$ cat src/rtl/qz_pkg.sv
package qz_pkg;

    localparam int unsigned POS_N = 64;
    localparam int unsigned IDX_W = $clog2(POS_N);

    // normal step table in raster order
    localparam int unsigned STEP_LO [POS_N] = '{
        16, 11, 10, 16, 24, 40, 51, 61,
        12, 12, 14, 19, 26, 58, 60, 55,
        14, 13, 16, 24, 40, 57, 69, 56,
        14, 17, 22, 29, 51, 87, 80, 62,
        18, 22, 37, 56, 68, 109, 103, 77,
        24, 35, 55, 64, 81, 104, 113, 92,
        49, 64, 78, 87, 103, 121, 120, 101,
        72, 92, 95, 98, 112, 100, 103, 99
    };

    localparam int unsigned COARSE_MUL = 5;

    // ceil(2^frac / q), evaluated at elaboration
    function automatic longint unsigned recip_of(input int unsigned frac, input int unsigned q);
        longint unsigned one;
        one = longint'(1) << frac;
        return (one + longint'(q) - 1) / longint'(q);
    endfunction

endpackage

$ cat src/rtl/qz_pos_seq.sv
module qz_pos_seq #(
    parameter int unsigned IDX_W   = 6,
    parameter int unsigned TRUNC_W = 5
) (
    input  logic               clk,
    input  logic               rst,
    input  logic               in_valid,
    input  logic               in_sob,
    input  logic               tbl_sel,
    input  logic [TRUNC_W-1:0] trunc_cnt,
    output logic [IDX_W-1:0]   eff_idx,
    output logic               eff_sel,
    output logic [TRUNC_W-1:0] eff_trunc
);
    logic [IDX_W-1:0]   next_idx;
    logic               sel_q;
    logic [TRUNC_W-1:0] trunc_q;

    always_comb begin
        eff_idx   = in_sob ? '0 : next_idx;
        eff_sel   = in_sob ? tbl_sel : sel_q;
        eff_trunc = in_sob ? trunc_cnt : trunc_q;
    end

    always_ff @(posedge clk) begin
        if (rst) begin
            next_idx <= '0;
            sel_q    <= 1'b0;
            trunc_q  <= '0;
        end else if (in_valid) begin
            next_idx <= eff_idx + 1'b1;
            if (in_sob) begin
                sel_q   <= tbl_sel;
                trunc_q <= trunc_cnt;
            end
        end
    end
endmodule

$ cat src/rtl/qz_recip_rom.sv
module qz_recip_rom #(
    parameter int unsigned FRAC_W  = 21,
    parameter int unsigned RECIP_W = 19
) (
    input  logic [qz_pkg::IDX_W-1:0] idx,
    input  logic                     sel,
    output logic [RECIP_W-1:0]       recip
);
    import qz_pkg::*;

    logic [RECIP_W-1:0] rom_lo [POS_N];
    logic [RECIP_W-1:0] rom_hi [POS_N];

    for (genvar g = 0; g < int'(POS_N); g++) begin : g_entry
        localparam int unsigned QL = STEP_LO[g];
        localparam int unsigned QH = STEP_LO[g] * COARSE_MUL;
        assign rom_lo[g] = RECIP_W'(recip_of(FRAC_W, QL));
        assign rom_hi[g] = RECIP_W'(recip_of(FRAC_W, QH));
    end

    assign recip = sel ? rom_hi[idx] : rom_lo[idx];
endmodule

$ cat src/rtl/qz_approx_mul.sv
module qz_approx_mul #(
    parameter int unsigned A_W     = 12,
    parameter int unsigned B_W     = 19,
    parameter int unsigned TRUNC_W = 5
) (
    input  logic [A_W-1:0]     a,
    input  logic [B_W-1:0]     b,
    input  logic [TRUNC_W-1:0] trunc,
    output logic [A_W+B_W-1:0] prod
);
    logic [A_W-1:0] a_cut;
    logic [B_W-1:0] b_cut;

    always_comb begin
        a_cut = a & ({A_W{1'b1}} << trunc);
        b_cut = b & ({B_W{1'b1}} << trunc);
        prod  = (A_W+B_W)'(a_cut) * (A_W+B_W)'(b_cut);
    end
endmodule

$ cat src/rtl/quant_block_top.sv
module quant_block_top #(
    parameter int unsigned COEF_W  = 12,
    parameter int unsigned FRAC_W  = 21,
    parameter int unsigned TRUNC_W = 5
) (
    input  logic                     clk,
    input  logic                     rst,
    input  logic                     in_valid,
    input  logic                     in_sob,
    input  logic signed [COEF_W-1:0] in_coef,
    input  logic                     tbl_sel,
    input  logic [TRUNC_W-1:0]       trunc_cnt,
    output logic                     out_valid,
    output logic [qz_pkg::IDX_W-1:0] out_idx,
    output logic signed [COEF_W-1:0] out_level
);
    import qz_pkg::*;

    localparam int unsigned RECIP_W = FRAC_W - 2;
    localparam int unsigned PROD_W  = COEF_W + RECIP_W;

    typedef struct packed {
        logic               vld;
        logic [IDX_W-1:0]   idx;
        logic               neg;
        logic [COEF_W-1:0]  mag;
        logic [RECIP_W-1:0] recip;
        logic [TRUNC_W-1:0] trunc;
    } s1_t;

    typedef struct packed {
        logic              vld;
        logic [IDX_W-1:0]  idx;
        logic              neg;
        logic [PROD_W-1:0] prod;
    } s2_t;

    logic [IDX_W-1:0]   eff_idx;
    logic               eff_sel;
    logic [TRUNC_W-1:0] eff_trunc;
    logic [RECIP_W-1:0] rom_recip;
    logic [PROD_W-1:0]  mul_prod;
    logic [PROD_W-1:0]  rounded;
    logic [COEF_W-1:0]  abs_coef;
    s1_t                s1;
    s2_t                s2;

    qz_pos_seq #(.IDX_W(IDX_W), .TRUNC_W(TRUNC_W)) i_seq (
        .clk(clk), .rst(rst), .in_valid(in_valid), .in_sob(in_sob),
        .tbl_sel(tbl_sel), .trunc_cnt(trunc_cnt),
        .eff_idx(eff_idx), .eff_sel(eff_sel), .eff_trunc(eff_trunc)
    );

    qz_recip_rom #(.FRAC_W(FRAC_W), .RECIP_W(RECIP_W)) i_rom (
        .idx(eff_idx), .sel(eff_sel), .recip(rom_recip)
    );

    qz_approx_mul #(.A_W(COEF_W), .B_W(RECIP_W), .TRUNC_W(TRUNC_W)) i_mul (
        .a(s1.mag), .b(s1.recip), .trunc(s1.trunc), .prod(mul_prod)
    );

    assign abs_coef = in_coef[COEF_W-1] ? COEF_W'(-in_coef) : COEF_W'(in_coef);
    assign rounded  = (mul_prod + (PROD_W'(1) << (FRAC_W-1))) >> FRAC_W;

    // stage 1: position, settings, magnitude, reciprocal
    always_ff @(posedge clk) begin
        if (rst) begin
            s1 <= '0;
        end else begin
            s1.vld   <= in_valid;
            s1.idx   <= eff_idx;
            s1.neg   <= in_coef[COEF_W-1];
            s1.mag   <= abs_coef;
            s1.recip <= rom_recip;
            s1.trunc <= eff_trunc;
        end
    end

    // stage 2: rounded magnitude of the scaled product
    always_ff @(posedge clk) begin
        if (rst) begin
            s2 <= '0;
        end else begin
            s2.vld  <= s1.vld;
            s2.idx  <= s1.idx;
            s2.neg  <= s1.neg;
            s2.prod <= rounded;
        end
    end

    // stage 3: sign restore
    always_ff @(posedge clk) begin
        if (rst) begin
            out_valid <= 1'b0;
            out_idx   <= '0;
            out_level <= '0;
        end else begin
            out_valid <= s2.vld;
            out_idx   <= s2.idx;
            out_level <= s2.neg ? -COEF_W'(s2.prod) : COEF_W'(s2.prod);
        end
    end
endmodule

$ cat config.mk
export PLATFORM = sky130hd
export DESIGN_NAME = quant_block_top
export DESIGN_NICKNAME = d
export VERILOG_FILES = /design/src/rtl/qz_pkg.sv /design/src/rtl/qz_pos_seq.sv /design/src/rtl/qz_recip_rom.sv /design/src/rtl/qz_approx_mul.sv /design/src/rtl/quant_block_top.sv
export SDC_FILE = /design/constraint.sdc
export NUM_CORES = 1
export LEC_CHECK = 0
export CAP_MARGIN = 10
export CORE_ASPECT_RATIO = 0.7
export CORE_MARGIN = 3
export CORE_UTILIZATION = 45
export DETAILED_ROUTE_END_ITERATION = 12
export DONT_BUFFER_PORTS = 1
export HOLD_SLACK_MARGIN = 0.02
export PLACE_DENSITY = 0.63
export SLEW_MARGIN = 20
export SYNTH_ARGS = -nofsm -noshare
export SYNTH_HDL_FRONTEND = slang
export SYNTH_HIERARCHICAL = 1
export SYNTH_SLANG_ARGS = --single-unit
$ cat constraint.sdc
create_clock -name clk -period 6.8 [get_ports clk]
set_input_delay 2.04 -clock clk [delete_from_list [all_inputs] [get_ports clk]]
set_output_delay 2.04 -clock clk [all_outputs]
set_load 0.005 [all_outputs]
==> impl_metrics.csv <==
group,metric,value,unit
floorplanning,fp.dieH,153,um
power,p_sw_share,37.0,%
timing,tns,0,ns
floorplanning,dieArea,33000,um2
clocking,cts_root_buf,"clkbuf_16",
setup_path,timing.critical_path.from,"s1[4]$_SDFF_PP0_",
synth,yosys_warnings,6,
floorplanning,core,30200,um2
setup_path,path_common_cell,"fa_1",
detailed_routing,vias,12800,
setup_path,crit_fanout,7,
timing,maxSlewHeadroom,33.4,%
timing,setup_viol,0,
clocking,clock-sinks,93,
detailed_routing,first_pass_iters,5,
cells_and_area,area_growth,10.9,%
min_path,hp-start,"s1[36]$_SDFF_PP0_",
power,switchingPower,0.626,mW
cells_and_area,fill_cells,2997,
floorplanning,num_rows,53,
placed_design,pre_cts_slack,-0.0747,ns
timing,finalHoldViolations,0,
setup_path,reg2reg_from,"s1[4]$_SDFF_PP0_",
power,p_clk_share,29.9,%
status,status,"finished clean",
setup_path,arrival,6.88,ns
min_path,holdPathEnd,"s2[31]$_SDFF_PP0_",
clocking,holdBufCountCts,0,
placed_design,gp_congestion,1.02,
power,power.share.sequential,35.8,%
clocking,clk_latency,0.35,ns
grt,grt_pass1_vias,12700,
timing,period_minus_slack,6.59,ns
floorplanning,start_util,45.9,%
power,power_frac_comb,34.3,%
grt,grt_pass1_wl,74.6,mm
setup_path,r2r_end,"s2[6]$_SDFF_PP0_",
timing,skew,0.0176,ns
timing,worst_pin_slew,0.974,ns
power,ir_worst_vdd,0.120,mV
detailed_routing,drcViolationCount,0,
clocking,htreeDepth,3,
setup_path,critical-path-max-stage-delay,0.58,ns
power,power,1.69,mW
timing,worst_slack,0.211,ns
timing,hold_ws,0.441,ns
power,power.density,110,nW/um2
synth,synth_area,13800,um2
min_path,hold_path_class,"flip-flop to flip-flop",
setup_path,cp.required,7.09,ns
grt,grt_use_total,29.1,%
grt,grt_antenna_before_repair,0,
placed_design,io_buffers,0,
setup_path,cp-end-kind,"flip-flop",
setup_path,crit_cells,24,
timing,fmax,152,MHz
setup_path,crit_type,"flip-flop to flip-flop",
setup_path,crit_slowest_cell,"fa_1",
setup_path,cp_num_buf_inv,6,
setup_path,rrSetupSlack,0.21,ns
clocking,cts_tree,"built",
grt,grt.overflow.total,0,
synth,syn_inst,1760,
detailed_routing,drt_iter0_markers,1330,
clocking,clkTransAtPathRegs,0.07,ns
setup_path,r2r_cells,24,
detailed_routing,ant_nets,0,
timing,fin_crit_sh,96.9,%
placed_design,hpwl,38.1,mm
floorplanning,die_x,216,um
timing,drv_slew,0,
setup_path,cp-start-kind,"flip-flop",
power,leakage,6.86,nW
flow_run,cap_violations,0,
cells_and_area,post-route-cell-area,15400,um2
power,p_int,1.07,mW
synth,avgSynthCellArea,7.87,um2
cells_and_area,finalNetCount,2045,
setup_path,crit_family,"adder cells",
clocking,clock_path_buffers,2,
placed_design,placed_cell_area,14700,um2
setup_path,path_cells,"nor3_4, buf_6, and2_1, buf_4, buf_4, buf_4, nand2_1, fa_1, fa_1, fa_1, fa_1, fa_1, inv_1, ha_2, a21oi_4, nand2_1, a221o_1, a31oi_4, o21ai_1, xor2_1, nand4_1, buf_4, or3_1, a21oi_1",
grt,grt_max_degree,105,
detailed_routing,wl_per_cell,22.0,um
min_path,min_delay_path_depth,1,
synth,syn_nets,2040,
floorplanning,io_pins,41,
timing,rsz0062_at_grt,"true",
cells_and_area,drive_above_1_share,13.4,%
detailed_routing,viasPerCell,5.87,
clocking,numCtsBuffers,9,
detailed_routing,wl,48.0,mm
-- flip-flops by register name (all words and copies together) (netlist names) --
register / flops
s1: 44
s2: 18
out_level: 12
i_seq/next_idx: 6
out_idx: 6
i_seq/trunc_q: 5
i_seq/sel_q: 1
out_valid: 1
-- worst reg2reg max path, cell delays in order, from the launching register on --
cell,delay (ns)
dfxtp_4,0.37
nor3_4,0.20
buf_6,0.14
and2_1,0.12
buf_4,0.15
buf_4,0.15
buf_4,0.15
nand2_1,0.08
fa_1,0.56
fa_1,0.45
fa_1,0.58
fa_1,0.43
fa_1,0.49
inv_1,0.04
ha_2,0.30
a21oi_4,0.19
nand2_1,0.07
a221o_1,0.35
a31oi_4,0.28
o21ai_1,0.12
xor2_1,0.35
nand4_1,0.25
buf_4,0.21
or3_1,0.34
a21oi_1,0.14
-- power by group through the flow --
stage / Sequential, mW / Clock (mW) / Combinational (mW)
finish: 0.606 / 0.506 / 0.581
global route: 0.609 / 0.543 / 0.645
CTS: 0.603 / 0.518 / 0.540
detailed placement: 0.615 / 0 / 0.534
global placement: 0.615 / 0 / 0.528
floorplan: 0.598 / 0 / 0.365
-- cell usage in the layout, fill, tap and decap left out, types with 12 or more instances in the layout --
cell and instances:
nand2_1 245, inv_1 217, fa_1 170, nor2_1 119, buf_4 111, a21oi_1 91
dfxtp_1 88, ha_1 82, nor2b_1 75, o21ai_0 57, nand3_1 44, and2_1 31
nand2b_1 27, and3_1 27, nor3_1 24, a31oi_1 16, a21o_1 16, or3_1 14
mux2_2 14, a211oi_1 14, o211ai_1 12
-- cell type report --
type | count | area, um2 | area share (%)
Multi-Input combinational cell | 1326 | 10900 | 71.3
Timing Repair Buffer | 116 | 902 | 5.88
Antenna cell | 1 | 2.50 | 0.0163
Clock inverter | 7 | 73.8 | 0.481
Inverter | 219 | 822 | 5.35
Sequential cell | 93 | 1870 | 12.2
Tap cell | 412 | 515 | 3.36
Clock buffer | 9 | 225 | 1.47
-- through the flow --
stage               std cells  util [%]
finish                   2183      50.9
global route             2182      50.9
CTS                      2173      49.6
detailed placement       2157      48.6
global placement         2157      48.6
floorplan                1760         -
-- metal layers --
| layer | global-route usage [%] | routed length (um) |
|---|---|---|
| met2 | 38.8 | 18200 |
| met1 | 45.3 | 23300 |
| met3 | 9.83 | 5770 |
| met4 | 4.72 | 714 |
| met5 | 0 | 0 |
-- how the worst max path moves through the flow --
stage / to / slack, ns
after floorplan: s2[9]$_SDFF_PP0_ / 0.08
after global placement: s2[9]$_SDFF_PP0_ / -0.13
after detailed placement: s2[6]$_SDFF_PP0_ / -0.07
after CTS: s2[9]$_SDFF_PP0_ / 0.02
after global routing: s2[6]$_SDFF_PP0_ / -0.02
final: s2[6]$_SDFF_PP0_ / 0.21
-- repair_timing --
action                                  CTS  global route
buffers inserted                          0             9
gates resized for setup                  10            75
endpoints found under the setup margin    5             7
pin swaps                                 1            20
No activity file was read; power rests on OpenSTA's default activity.
